[src/rtl/mgad_pkg.sv]
package mgad_pkg;

    // Position of the mask bit for unordered pair (i,j), i<j, among M shares.
    function automatic int pair_slot(input int i, input int j, input int m);
        return i * m - (i * (i + 1)) / 2 + (j - i - 1);
    endfunction

endpackage

[src/rtl/mask_not.sv]
module mask_not #(
    parameter int M = 3
) (
    input  logic [M-1:0] x,
    output logic [M-1:0] y
);
    for (genvar k = 0; k < M; k++) begin : g_sh
        if (k == 0) begin : g_flip
            assign y[k] = ~x[k];
        end else begin : g_pass
            assign y[k] = x[k];
        end
    end
endmodule

[src/rtl/mask_xor.sv]
module mask_xor #(
    parameter int M = 3
) (
    input  logic [M-1:0] x,
    input  logic [M-1:0] w,
    output logic [M-1:0] y
);
    for (genvar k = 0; k < M; k++) begin : g_sh
        assign y[k] = x[k] ^ w[k];
    end
endmodule

[src/rtl/mask_and.sv]
module mask_and
    import mgad_pkg::*;
#(
    parameter int M  = 3,
    parameter int NR = M * (M - 1) / 2
) (
    input  logic          clk,
    input  logic          rst_n,
    input  logic [M-1:0]  a,
    input  logic [M-1:0]  b,
    input  logic [NR-1:0] rnd,
    output logic [M-1:0]  c
);
    logic [M-1:0] zm [M];
    logic [M-1:0] c_next;

    // Pairwise masks: upper triangle is fresh randomness, lower triangle folds
    // in the two cross products with the fixed bracketing.
    always_comb begin
        for (int r = 0; r < M; r++) begin
            for (int q = 0; q < M; q++) begin
                if (r < q) begin
                    zm[r][q] = rnd[pair_slot(r, q, M)];
                end else if (r > q) begin
                    zm[r][q] = (rnd[pair_slot(q, r, M)] ^ (a[q] & b[r])) ^ (a[r] & b[q]);
                end else begin
                    zm[r][q] = 1'b0;
                end
            end
        end
    end

    always_comb begin
        for (int r = 0; r < M; r++) begin
            c_next[r] = a[r] & b[r];
            for (int q = 0; q < M; q++) begin
                if (q != r) begin
                    c_next[r] = c_next[r] ^ zm[r][q];
                end
            end
        end
    end

    always_ff @(posedge clk or negedge rst_n) begin
        if (!rst_n) begin
            c <= '0;
        end else begin
            c <= c_next;
        end
    end
endmodule

[src/rtl/masked_gadget.sv]
module masked_gadget #(
    parameter int T       = 1,
    parameter bit REG_OUT = 1'b0,
    localparam int M      = 2 * T + 1,
    localparam int NR     = M * (M - 1) / 2
) (
    input  logic          clk,
    input  logic          rst_n,
    input  logic [M-1:0]  a_sh,
    input  logic [M-1:0]  b_sh,
    input  logic [NR-1:0] rnd,
    output logic [M-1:0]  not_sh,
    output logic [M-1:0]  xor_sh,
    output logic [M-1:0]  and_sh
);
    logic [M-1:0] not_c;
    logic [M-1:0] xor_c;

    mask_not #(.M(M)) u_not (.x(a_sh), .y(not_c));
    mask_xor #(.M(M)) u_xor (.x(a_sh), .w(b_sh), .y(xor_c));

    mask_and #(.M(M), .NR(NR)) u_and (
        .clk  (clk),
        .rst_n(rst_n),
        .a    (a_sh),
        .b    (b_sh),
        .rnd  (rnd),
        .c    (and_sh)
    );

    if (REG_OUT) begin : g_reg
        always_ff @(posedge clk or negedge rst_n) begin
            if (!rst_n) begin
                not_sh <= '0;
                xor_sh <= '0;
            end else begin
                not_sh <= not_c;
                xor_sh <= xor_c;
            end
        end
    end else begin : g_comb
        assign not_sh = not_c;
        assign xor_sh = xor_c;
    end

    // One cycle of history after reset before $past is trusted.
    logic primed;
    always_ff @(posedge clk or negedge rst_n) begin
        if (!rst_n) primed <= 1'b0;
        else        primed <= 1'b1;
    end

    // recombined AND equals AND of last cycle's recombined operands.
    p_and_value_r4: assert property (@(posedge clk) disable iff (!rst_n)
        primed |-> (^and_sh) == ((^$past(a_sh)) & (^$past(b_sh))));

    // registered outputs are cleared while reset is held.
    always_comb begin
        if (!rst_n) begin
            p_reset_clear_r7: assert (and_sh == '0);
        end
    end

    if (REG_OUT) begin : g_chk_reg
        // registered NOT recombines to the inverse of last cycle's a.
        p_not_value_r2: assert property (@(posedge clk) disable iff (!rst_n)
            primed |-> (^not_sh) == ~(^$past(a_sh)));
        // registered XOR recombines to last cycle's a^b.
        p_xor_value_r3: assert property (@(posedge clk) disable iff (!rst_n)
            primed |-> (^xor_sh) == ((^$past(a_sh)) ^ (^$past(b_sh))));
    end else begin : g_chk_comb
        // only share 0 is touched by the NOT.
        p_not_upper_r2: assert property (@(posedge clk) disable iff (!rst_n)
            not_sh[M-1:1] == a_sh[M-1:1] && not_sh[0] != a_sh[0]);
        // XOR recombines to a^b in the same cycle.
        p_xor_value_r3: assert property (@(posedge clk) disable iff (!rst_n)
            (^xor_sh) == ((^a_sh) ^ (^b_sh)));
    end
endmodule

[config.mk]
export PLATFORM = sky130hd
export DESIGN_NAME = masked_gadget
export DESIGN_NICKNAME = d
export VERILOG_FILES = /design/src/rtl/mgad_pkg.sv /design/src/rtl/mask_not.sv /design/src/rtl/mask_xor.sv /design/src/rtl/mask_and.sv /design/src/rtl/masked_gadget.sv
export SDC_FILE = /design/constraint.sdc
export NUM_CORES = 1
export LEC_CHECK = 0
export BUFFER_PORTS_ARGS = -buffer_cell sky130_fd_sc_hd__buf_2
export CAP_MARGIN = 10
export CORE_AREA = 2 2 39 41
export DETAILED_ROUTE_END_ITERATION = 10
export DIE_AREA = 0 0 41 43
export PLACE_DENSITY = 0.54
export SLEW_MARGIN = 0
export SYNTH_ARGS = -nofsm -noshare
export SYNTH_HDL_FRONTEND = slang
export SYNTH_SLANG_ARGS = --single-unit
[constraint.sdc]
create_clock -name clk -period 0.8 [get_ports clk]
set_input_delay 0.16 -clock clk [delete_from_list [all_inputs] [get_ports clk]]
set_output_delay 0.16 -clock clk [all_outputs]
set_load 0.02 [all_outputs]
======== Yosys cells after proc, flatten, opt, wreduce, memory -nomap -nowiden ========
Index checks and enable logic that the tools add are counted.
W data, S select, Z words.
cells by class
  bitwise gates (word level) .............. 25
operators with widths
  operator       count
  $xor A1 B1 Y1  15
  $and A1 B1 Y1  9
  $not A1 Y1     1
word-level totals
  bits in registers ....................... 3
  logic and storage cells ................. 26
  output and inout port bits .............. 9
  input port bits ......................... 11

======== Logic depth before layout (Yosys ltp) ========
Gate-level depths: netlist of the first run.
  word-level depth ........................ 5
  mapped depth ............................ 4
  depth with buffers taken out ............ 4

======== Modules after synthesis ========
From an unflattened synthesis of the first run, not the netlist that was laid out.
second synthesis, totals
  cells, all modules ...................... 29
  area, all modules ....................... 267.8 sq um
modules (own cells, without submodules)
  module    area an instance (sq um)  sequential area each (sq um)  times used  cells an instance
  mask_and  222.7                     75.1                          1           23
  mask_xor  26.3                      0.0                           1           3
  mask_not  18.8                      0.0                           1           3

======== Worst setup path after synthesis of the first run ========
Ideal clock, no wire load.
  path type ............................... input -> register
  start ................................... input a_sh[2]
  end ..................................... register u_and.c[2]
  stages on the path ...................... 3
  library setup time ...................... 134 ps
  arrival time ............................ 853 ps
  data required time ...................... 666 ps
  path buffers ............................ 0
  path slack .............................. -187 ps
  cells stage by stage .................... ha_1 > xor2_2 > xnor3_1
on the way
  longest elaborated chain between the ends .. 4
  elaborated cells on any way between the ends .. 7
  classes of those cells .................. bitwise (7)
RTL lines
  element                 line                source
  start: declaration      masked_gadget.sv:9  input logic [M-1:0] a_sh,
  $and A1 B1 Y1           mask_and.sv:25      zm[r][q] = (rnd[pair_slot(q, r, M)] ^ (a[q] & b[r])) ^ (a[r] & b[q]);
  $xor A1 B1 Y1           mask_and.sv:25
  $xor A1 B1 Y1           mask_and.sv:38      c_next[r] = c_next[r] ^ zm[r][q];
  $xor A1 B1 Y1 *         mask_and.sv:38
  via u_and.c_next[2]     mask_and.sv:15      logic [M-1:0] c_next;
  end signal: assignment  mask_and.sv:48      c <= c_next;
  end: declaration        mask_and.sv:12      output logic [M-1:0] c
The timed path passes the listed nets; every way through them passes the cells marked *.

======== Final worst setup path of the first run ========
  start ................................... register u_and.c[2]
  end ..................................... output and_sh[2]
RTL lines
  element           line                 source
  end: declaration  masked_gadget.sv:14  output logic [M-1:0] and_sh
No word-level cell between the ends.

==> flow_summary.toml, run 1 <==
[setup_path]
critical_path_class = "flip-flop to primary output"
startpoint_type = "flip-flop"
timing.critical_path.max_delay_family = "flip-flops"
critPathArrivalTime_ps = 720
slowest_stage = "dfrtp_1"
crit_chain = "buf_6"
critical_path_data_required_time_ps = 640
timing.critical_path.to_type = "primary output"
cp.buffers_inverters = 1
timing.critical_path.fanout_max = 1
cp_slowest_stage_delay_ps = 360

[placement]
gp_congestion = 0.652
place_ws_ps = -272
port_buffers = 19

[timing]
setup_violations = 3
worst_tran_pin_value_ps = 172
period_needed_ps = 882
final_total_negative_setup_slack_ps = -244
fraction_of_the_cycle_the_final_worst_path_needs_pct = 110
timing.final.max_slew_violations = 0
report.final.hold_viol_count = 0
fin_hold_ws_ps = 139
max_freq_mhz = 1130
layout_setup_ws_ps = -82.3
max_slew_margin_pct = 88.5
grt_setup_unrepaired = "yes"

[global_routing]
gr-usage-all-layers_pct = 7.96
grt_remaining_overflow = 0
grt_max_degree = 5
global_route_wire_length_before_repair_um = 910
grt_antenna_before_repair = 0
via_count_of_the_first_global_routing_pass = 230

[die]
die_y_um = 43
starting_density_of_the_core_pct = 19.5
i_o_pin_total = 20
die_x_um = 41
rows = 14
design.core.area_um2 = 1380
dieArea_um2 = 1760

[synth]
synth.lib_cells_used.distinct = 10
synth-warning-count = 0
main_combinational_cell_family_by_area_after_synthesis = "XOR/XNOR gates"
post_synth_inst_count = 25
synth.ff_latch_count = 3
synthXorXnorAreaFrac_pct = 43.5
netlist_area_um2 = 270
synth_compound_gate_area_share_pct = 0
synth.largest_area_cell = "dfrtp_1"
seq_area_frac_synth_pct = 27.8
post_synth_and_or_nand_nor_area_fraction_pct = 7.87
synth_fp_nets = 39
yosys-top-cells-area = "dfrtp_1 28%, xnor2_1 19%, ha_1 14%, xor2_1 9.7%, xnor3_1 8.3%"
synth_top_area_share_pct = 27.8
synth_fa_ha_area_share_pct = 13.9
syn_area_per_cell_um2 = 10.8
synth_mux_area_share_pct = 0

[routing]
dr.first_iter.drc_count = 0
firstDrtPassIters = 1
remaining_design_rule_violation_count = 0
route.final.wire_length_um = 572
antenna_violating_nets_post_route = 0
vias_per_cell = 3.81
wire_per_inst_um = 8.54
routed-via-count = 255

[cts]
htree_num_levels = 1
cts_tree = "yes"
cts.reportedPaths.clkPinSlew_ps = 40
tritoncts_num_sinks = 3
clock_path_buffers = 2
cts_made_buffers = 3
cts_root_buf = "clkbuf_4"

[power]
power.share.clock_pct = 29.5
power.switching_fraction_pct = 31.0
leakagePower_uw = 0.000273
power.ir.vdd_worst_uv = 571
power.internal_uw = 629
switching_power_uw = 283
relative_contribution_of_sequential_cells_to_total_power_pct = 22.4
powerDensity_nw_per_um2 = 1580
combPwrFrac_pct = 48.1

[finish]
num_antenna_cells = 0
largest-register = "u_and.c"
layout_cells_sized_above_1_pct = 64.7
final_cell_mix = "12 x buf_6, 7 x buf_2, 4 x nand2_1, 4 x xnor2_1, 4 x buf_4"
nets = 66
biggestRegsByFlops = "u_and.c (3)"
flow.area_growth_from_synthesis_pct = 113
largest_reg_flops = 3
final.fill_count = 145
commonest_non_fill_non_tap_cell_in_the_layout = "buf_6"

[status]
status = "finished with violations"
failed_checks = "setup timing"

[min_path]
worst_hold_path_type = "input pin to flip-flop"
worst_hold_path.endpoint = "u_and.c[0]"
min_path_cells = 2
worst_hold_start = "rnd[0]"

[flow_run]
timing.max_cap.violations = 0
cells in the mapped netlist (all sizes together):
| library cell | instances |
|---|---|
| xnor2 | 6 |
| nand2 | 5 |
| xor2 | 4 |
| dfrtp | 3 |
| ha | 3 |
| buf | 2 |
| inv | 1 |
| xnor3 | 1 |
worst max path at each step:
stage	depth (start not counted)	slack, ps	endpoint	startpoint
2_1_floorplan	3	-70	u_and.c[2]	rnd[2]
3_3_place_gp	4	-240	u_and.c[2]	rnd[2]
5_1_grt	1	-120	and_sh[1]	u_and.c[1]
4_1_cts	1	-100	and_sh[1]	u_and.c[1]
6_report	1	-80	and_sh[2]	u_and.c[2]
3_5_place_dp	4	-270	u_and.c[2]	rnd[2]
per-layer routing:
layer	vias up	global-route usage, %	wire length (um)
li1	127	-	-
met1	110	8.44	197
met2	16	11.9	289
met3	2	3.14	71
met4	0	6.00	13
met5	-	0	0
per-stage QoR:
step           util (%)  instance area [um2]  std cells  total power, uW
3_3_place_gp       31.9                  442         62              539
5_1_grt            41.6                  576         67              986
6_report           41.6                  576         67              912
3_5_place_dp       31.9                  442         62              541
2_1_floorplan         -                  312         25              431
4_1_cts            41.6                  576         67              936
kinds of logic after synthesis:
family,after synthesis
adders and majority gates,3
DFF,3
buffers and inverters,3
and+or+nand+nor,5
xor gates and xnor gates,11
power by group through the flow:
stage | Sequential, uW | Clock [uW] | Combinational [uW]
2_1_floorplan | 251 | 0 | 180
3_3_place_gp | 198 | 0 | 341
3_5_place_dp | 197 | 0 | 344
4_1_cts | 205 | 287 | 445
5_1_grt | 208 | 305 | 473
6_report | 205 | 269 | 438
final cells by class:
cell class	instances	area, um2	area share, %
tap	16	20.0	3.48
inverter	1	3.75	0.652
clock buffer	4	26.3	4.57
timing repair buffer	24	210	36.5
sequential	3	75.1	13.0
multi-input combinational	19	240	41.7
what timing repair did:
item	4_1_cts	5_1_grt
endpoints found under the setup margin	7	3
hold endpoints to repair	3	0
setup buffers	0	0
gates cloned	0	0
hold buffers	1	0
resized for setup	26	0
pin swaps	6	0
Note: power is estimated with default switching activity, not from simulation.
==> run 2, diff against run 1 <==
Settings changed: RECOVER_POWER from default to 25.
==> run 2 against run 1 <==
Effect of this change: the flow still finishes with violations (setup timing); highest routed layer unchanged; routed wire length shrank 0.35%; core utilization shrank 0.090 points; setup slack about the same; die area is the same; clock power about the same; via count did not move; sequential power is essentially flat.
==> flow_summary.toml, run 2 (synthesized netlist as in run 1, its figures left out) <==
[global_routing]
grt_antenna_before_repair = 0
gr-usage-all-layers_pct = 7.96
global_route_wire_length_before_repair_um = 910
via_count_of_the_first_global_routing_pass = 230
grt_max_degree = 5
grt_remaining_overflow = 0

[routing]
vias_per_cell = 3.81
antenna_violating_nets_post_route = 0
firstDrtPassIters = 1
route.final.wire_length_um = 570
remaining_design_rule_violation_count = 0
dr.first_iter.drc_count = 0
wire_per_inst_um = 8.51
routed-via-count = 255

[setup_path]
cp_slowest_stage_delay_ps = 360
slowest_stage = "dfrtp_1"
critical_path_class = "flip-flop to primary output"
timing.critical_path.fanout_max = 1
startpoint_type = "flip-flop"
critical_path_data_required_time_ps = 640
crit_chain = "buf_6"
cp.buffers_inverters = 1
timing.critical_path.to_type = "primary output"
timing.critical_path.max_delay_family = "flip-flops"
critPathArrivalTime_ps = 720

[timing]
timing.final.max_slew_violations = 0
grt_setup_unrepaired = "yes"
max_freq_mhz = 1130
fin_hold_ws_ps = 139
setup_violations = 3
period_needed_ps = 882
report.final.hold_viol_count = 0
fraction_of_the_cycle_the_final_worst_path_needs_pct = 110
layout_setup_ws_ps = -82.3
worst_tran_pin_value_ps = 172
max_slew_margin_pct = 88.5

[finish]
final_cells = 67
utilization_pct = 41.5
biggestRegsByFlops = "u_and.c (3)"
flow.area_growth_from_synthesis_pct = 113
largest-register = "u_and.c"
final_cell_mix = "12 x buf_6, 6 x buf_2, 4 x nand2_1, 4 x xnor2_1, 4 x buf_4"
largest_reg_flops = 3
layout_cells_sized_above_1_pct = 62.7
nets = 66
num_antenna_cells = 0
commonest_non_fill_non_tap_cell_in_the_layout = "buf_6"

[cts]
clock_path_buffers = 2
post-cts-setup-buffer-count = 0
cts_tree = "yes"
tritoncts_num_sinks = 3
cts_made_buffers = 3
cts.reportedPaths.clkPinSlew_ps = 40
cts_root_buf = "clkbuf_4"
htree_num_levels = 1

[placement]
port_buffers = 19
gp_congestion = 0.652
number_of_cells_in_the_design_after_placement = 62

[status]
failed_checks = "setup timing"
status = "finished with violations"

[power]
power.share.clock_pct = 29.5
switching_power_uw = 283
power.switching_fraction_pct = 31.1
powerDensity_nw_per_um2 = 1590
leakagePower_uw = 0.000271
relative_contribution_of_sequential_cells_to_total_power_pct = 22.5
power.internal_uw = 628
totalPowerFinal_uw = 911
combPwrFrac_pct = 48.0
power.ir.vdd_worst_uv = 570

[die]
design.core.area_um2 = 1380
rows = 14
die_y_um = 43
dieArea_um2 = 1760
die_x_um = 41
i_o_pin_total = 20
starting_density_of_the_core_pct = 19.5

[flow_run]
timing.max_cap.violations = 0

[min_path]
worst_hold_start = "rnd[0]"
worst_hold_path.endpoint = "u_and.c[0]"
worst_hold_path_type = "input pin to flip-flop"
min_path_cells = 2
## run 2: cell types whose count changed in the layout (fill, tap and decap cells not counted)
| cell | change |
|---|---|
| clkbuf_1 | +1 |
| buf_2 | -1 |
## run 2: per-layer routing
layer	GRT usage, %	part of all wire [%]	up-vias
met3	3.14	12	2
met1	8.44	34	110
met4	6.00	2.3	0
met2	11.9	51	16
li1	-	-	127
met5	0	0	-
## run 2: through the flow
| step | TNS (ps) | worst slack [ps] | cell area [um2] |
|---|---|---|---|
| 2_1_floorplan | -69.9 | -68.7 | 312 |
| 3_3_place_gp | -760 | -238 | 442 |
| 3_5_place_dp | -792 | -272 | 442 |
| 4_1_cts | -286 | -96.6 | 576 |
| 5_1_grt | -335 | -116 | 574 |
| 6_report | -244 | -82.3 | 574 |
## run 2: power by group through the flow
stage	Combinational, uW	Clock (uW)	Sequential, uW
5_1_grt	473	305	208
3_3_place_gp	341	0	198
4_1_cts	445	287	205
2_1_floorplan	180	0	251
3_5_place_dp	344	0	197
6_report	438	269	205
## run 2: what timing repair did
action / 4_1_cts / 5_1_grt
resized for setup: 26 / 0
pin swaps: 6 / 0
cloned: 0 / 0
hold buffers: 1 / 0
hold endpoints to repair: 3 / 0
endpoints found under the setup margin: 7 / 3
## run 2: worst max-delay path by stage
| stage | cells past startpoint | to | startpoint | slack (ps) |
|---|---|---|---|---|
| CTS | 1 | and_sh[1] | u_and.c[1] | -100 |
| detailed placement | 4 | u_and.c[2] | rnd[2] | -270 |
| finish | 1 | and_sh[2] | u_and.c[2] | -80 |
| floorplan | 3 | u_and.c[2] | rnd[2] | -70 |
| global placement | 4 | u_and.c[2] | rnd[2] | -240 |
| global route | 1 | and_sh[1] | u_and.c[1] | -120 |
## run 2: area by class of cell
class / instances / area (um2)
fillers: 145 / 810
multi-input cells: 19 / 240
repair buffers: 24 / 209
flip-flops and latches: 3 / 75.1
clock buffers: 4 / 26.3
well taps: 16 / 20.0
inverters: 1 / 3.75
==> run 3, diff against run 2 <==
Settings changed: REMOVE_ABC_BUFFERS from default to 1.
==> run 3 against run 2 <==
Effect of this change: the run still ends with setup timing left; worst hold slack better by 8.2 ps; clock power is 2% lower; setup slack worse by 5.6 ps; die area stayed put; cell count is 3.0% higher; combinational power is 11% higher; first-iteration DRC count is 1 higher; sequential cell count stayed put; clock-buffer cell count stayed put; critical endpoint is now and_sh[1]; highest routed layer is now met3.
==> flow_summary.toml, run 3 (synthesized netlist as in run 1, its figures left out) <==
[die]
i_o_pin_total = 20
dieArea_um2 = 1760
rows = 14
starting_density_of_the_core_pct = 19.5
design.core.area_um2 = 1380
die_x_um = 41
die_y_um = 43

[routing]
antenna_violating_nets_post_route = 0
routed-via-count = 256
wire_per_inst_um = 10.8
dr.first_iter.drc_count = 1
vias_per_cell = 3.71
remaining_design_rule_violation_count = 0
firstDrtPassIters = 2
route.final.wire_length_um = 748

[timing]
max_slew_margin_pct = 88.0
layout_setup_ws_ps = -87.9
setup_violations = 3
grt_setup_unrepaired = "yes"
fin_hold_ws_ps = 148
worst_tran_pin_value_ps = 180
max_freq_mhz = 1130
report.final.hold_viol_count = 0
timing.final.max_slew_violations = 0
fraction_of_the_cycle_the_final_worst_path_needs_pct = 111
period_needed_ps = 888

[global_routing]
global_route_wire_length_before_repair_um = 1050
grt_max_degree = 5
via_count_of_the_first_global_routing_pass = 270
gr-usage-all-layers_pct = 9.15
grt_remaining_overflow = 0
grt_antenna_before_repair = 0

[setup_path]
crit_chain = "buf_6"
slowest_stage = "dfrtp_1"
worst_setup_path_endpoint = "and_sh[1]"
cp.buffers_inverters = 1
timing.critical_path.max_delay_family = "flip-flops"
setup.worst_path.start = "u_and.c[1]"
timing.critical_path.fanout_max = 1
cp_slowest_stage_delay_ps = 370
timing.critical_path.to_type = "primary output"
startpoint_type = "flip-flop"
critical_path_class = "flip-flop to primary output"
critPathArrivalTime_ps = 730
timing.critical_path.depth = 1
critical_path_data_required_time_ps = 640

[power]
power.internal_uw = 660
power.share.clock_pct = 27.5
switching_power_uw = 298
powerDensity_nw_per_um2 = 1510
combPwrFrac_pct = 50.9
power.ir.vdd_worst_uv = 533
relative_contribution_of_sequential_cells_to_total_power_pct = 21.6
leakagePower_uw = 0.000300
power.switching_fraction_pct = 31.1
totalPowerFinal_uw = 958

[status]
failed_checks = "setup timing"
status = "finished with violations"

[finish]
biggestRegsByFlops = "u_and.c (3)"
final.fill_count = 127
num_antenna_cells = 0
nets = 68
final_cell_mix = "15 x buf_6, 4 x buf_2, 4 x buf_4"
largest_reg_flops = 3
commonest_non_fill_non_tap_cell_in_the_layout = "buf_6"
flow.area_growth_from_synthesis_pct = 135
layout_cells_sized_above_1_pct = 69.8
largest-register = "u_and.c"

[flow_run]
timing.max_cap.violations = 0

[cts]
post-cts-setup-buffer-count = 0
tritoncts_num_sinks = 3
cts_root_buf = "clkbuf_4"
clock_path_buffers = 2
cts_made_buffers = 3
cts.reportedPaths.clkPinSlew_ps = 40
cts_tree = "yes"
htree_num_levels = 1

[min_path]
worst_hold_path_type = "input pin to flip-flop"

[placement]
port_buffers = 19
place_ws_ps = -329
gp_congestion = 0.638
run 3: layout make-up:
type	count	area [um2]	share of cell area, %
clock buffers	4	26.3	4.13
inverters	1	3.75	0.591
multi-input cells	19	263	41.3
flip-flops and latches	3	75.1	11.8
well taps	16	20.0	3.15
repair buffers	26	248	39.0
run 3: per-layer routing:
layer,vias up,GRT usage [%],wire length (um)
met2,10,16.6,488
met4,0,6.00,0
li1,129,-,-
met5,-,0,0
met3,0,2.09,38
met1,117,8.06,221
run 3: stage by stage:
stage	util, %	setup TNS, ps	std cells	area [um2]
floorplan	-	-274	23	255
global placement	30.0	-896	64	415
detailed placement	30.0	-916	64	415
CTS	40.3	-310	69	558
global route	45.9	-372	69	636
finish	45.9	-252	69	636
run 3: power by group through the flow:
stage | logic, uW | registers (uW) | clock network (uW)
detailed placement | 320 | 198 | 0
global route | 523 | 211 | 289
finish | 488 | 207 | 263
floorplan | 138 | 251 | 0
CTS | 428 | 206 | 278
global placement | 320 | 197 | 0
run 3: worst min path at each step:
| stage | from | cells past startpoint | end |
|---|---|---|---|
| global placement | rst_n | 1 | u_and.c[0] |
| floorplan | rst_n | 0 | u_and.c[0] |
| global route | rnd[0] | 2 | u_and.c[0] |
| CTS | rnd[0] | 2 | u_and.c[0] |
| detailed placement | rst_n | 1 | u_and.c[1] |
| finish | rnd[0] | 2 | u_and.c[0] |
run 3: what timing repair did:
item,CTS,global route
pin swaps,2,6
hold buffers,1,0
setup endpoints to repair,8,6
gates resized for setup,24,16
endpoints found under the hold margin,3,0
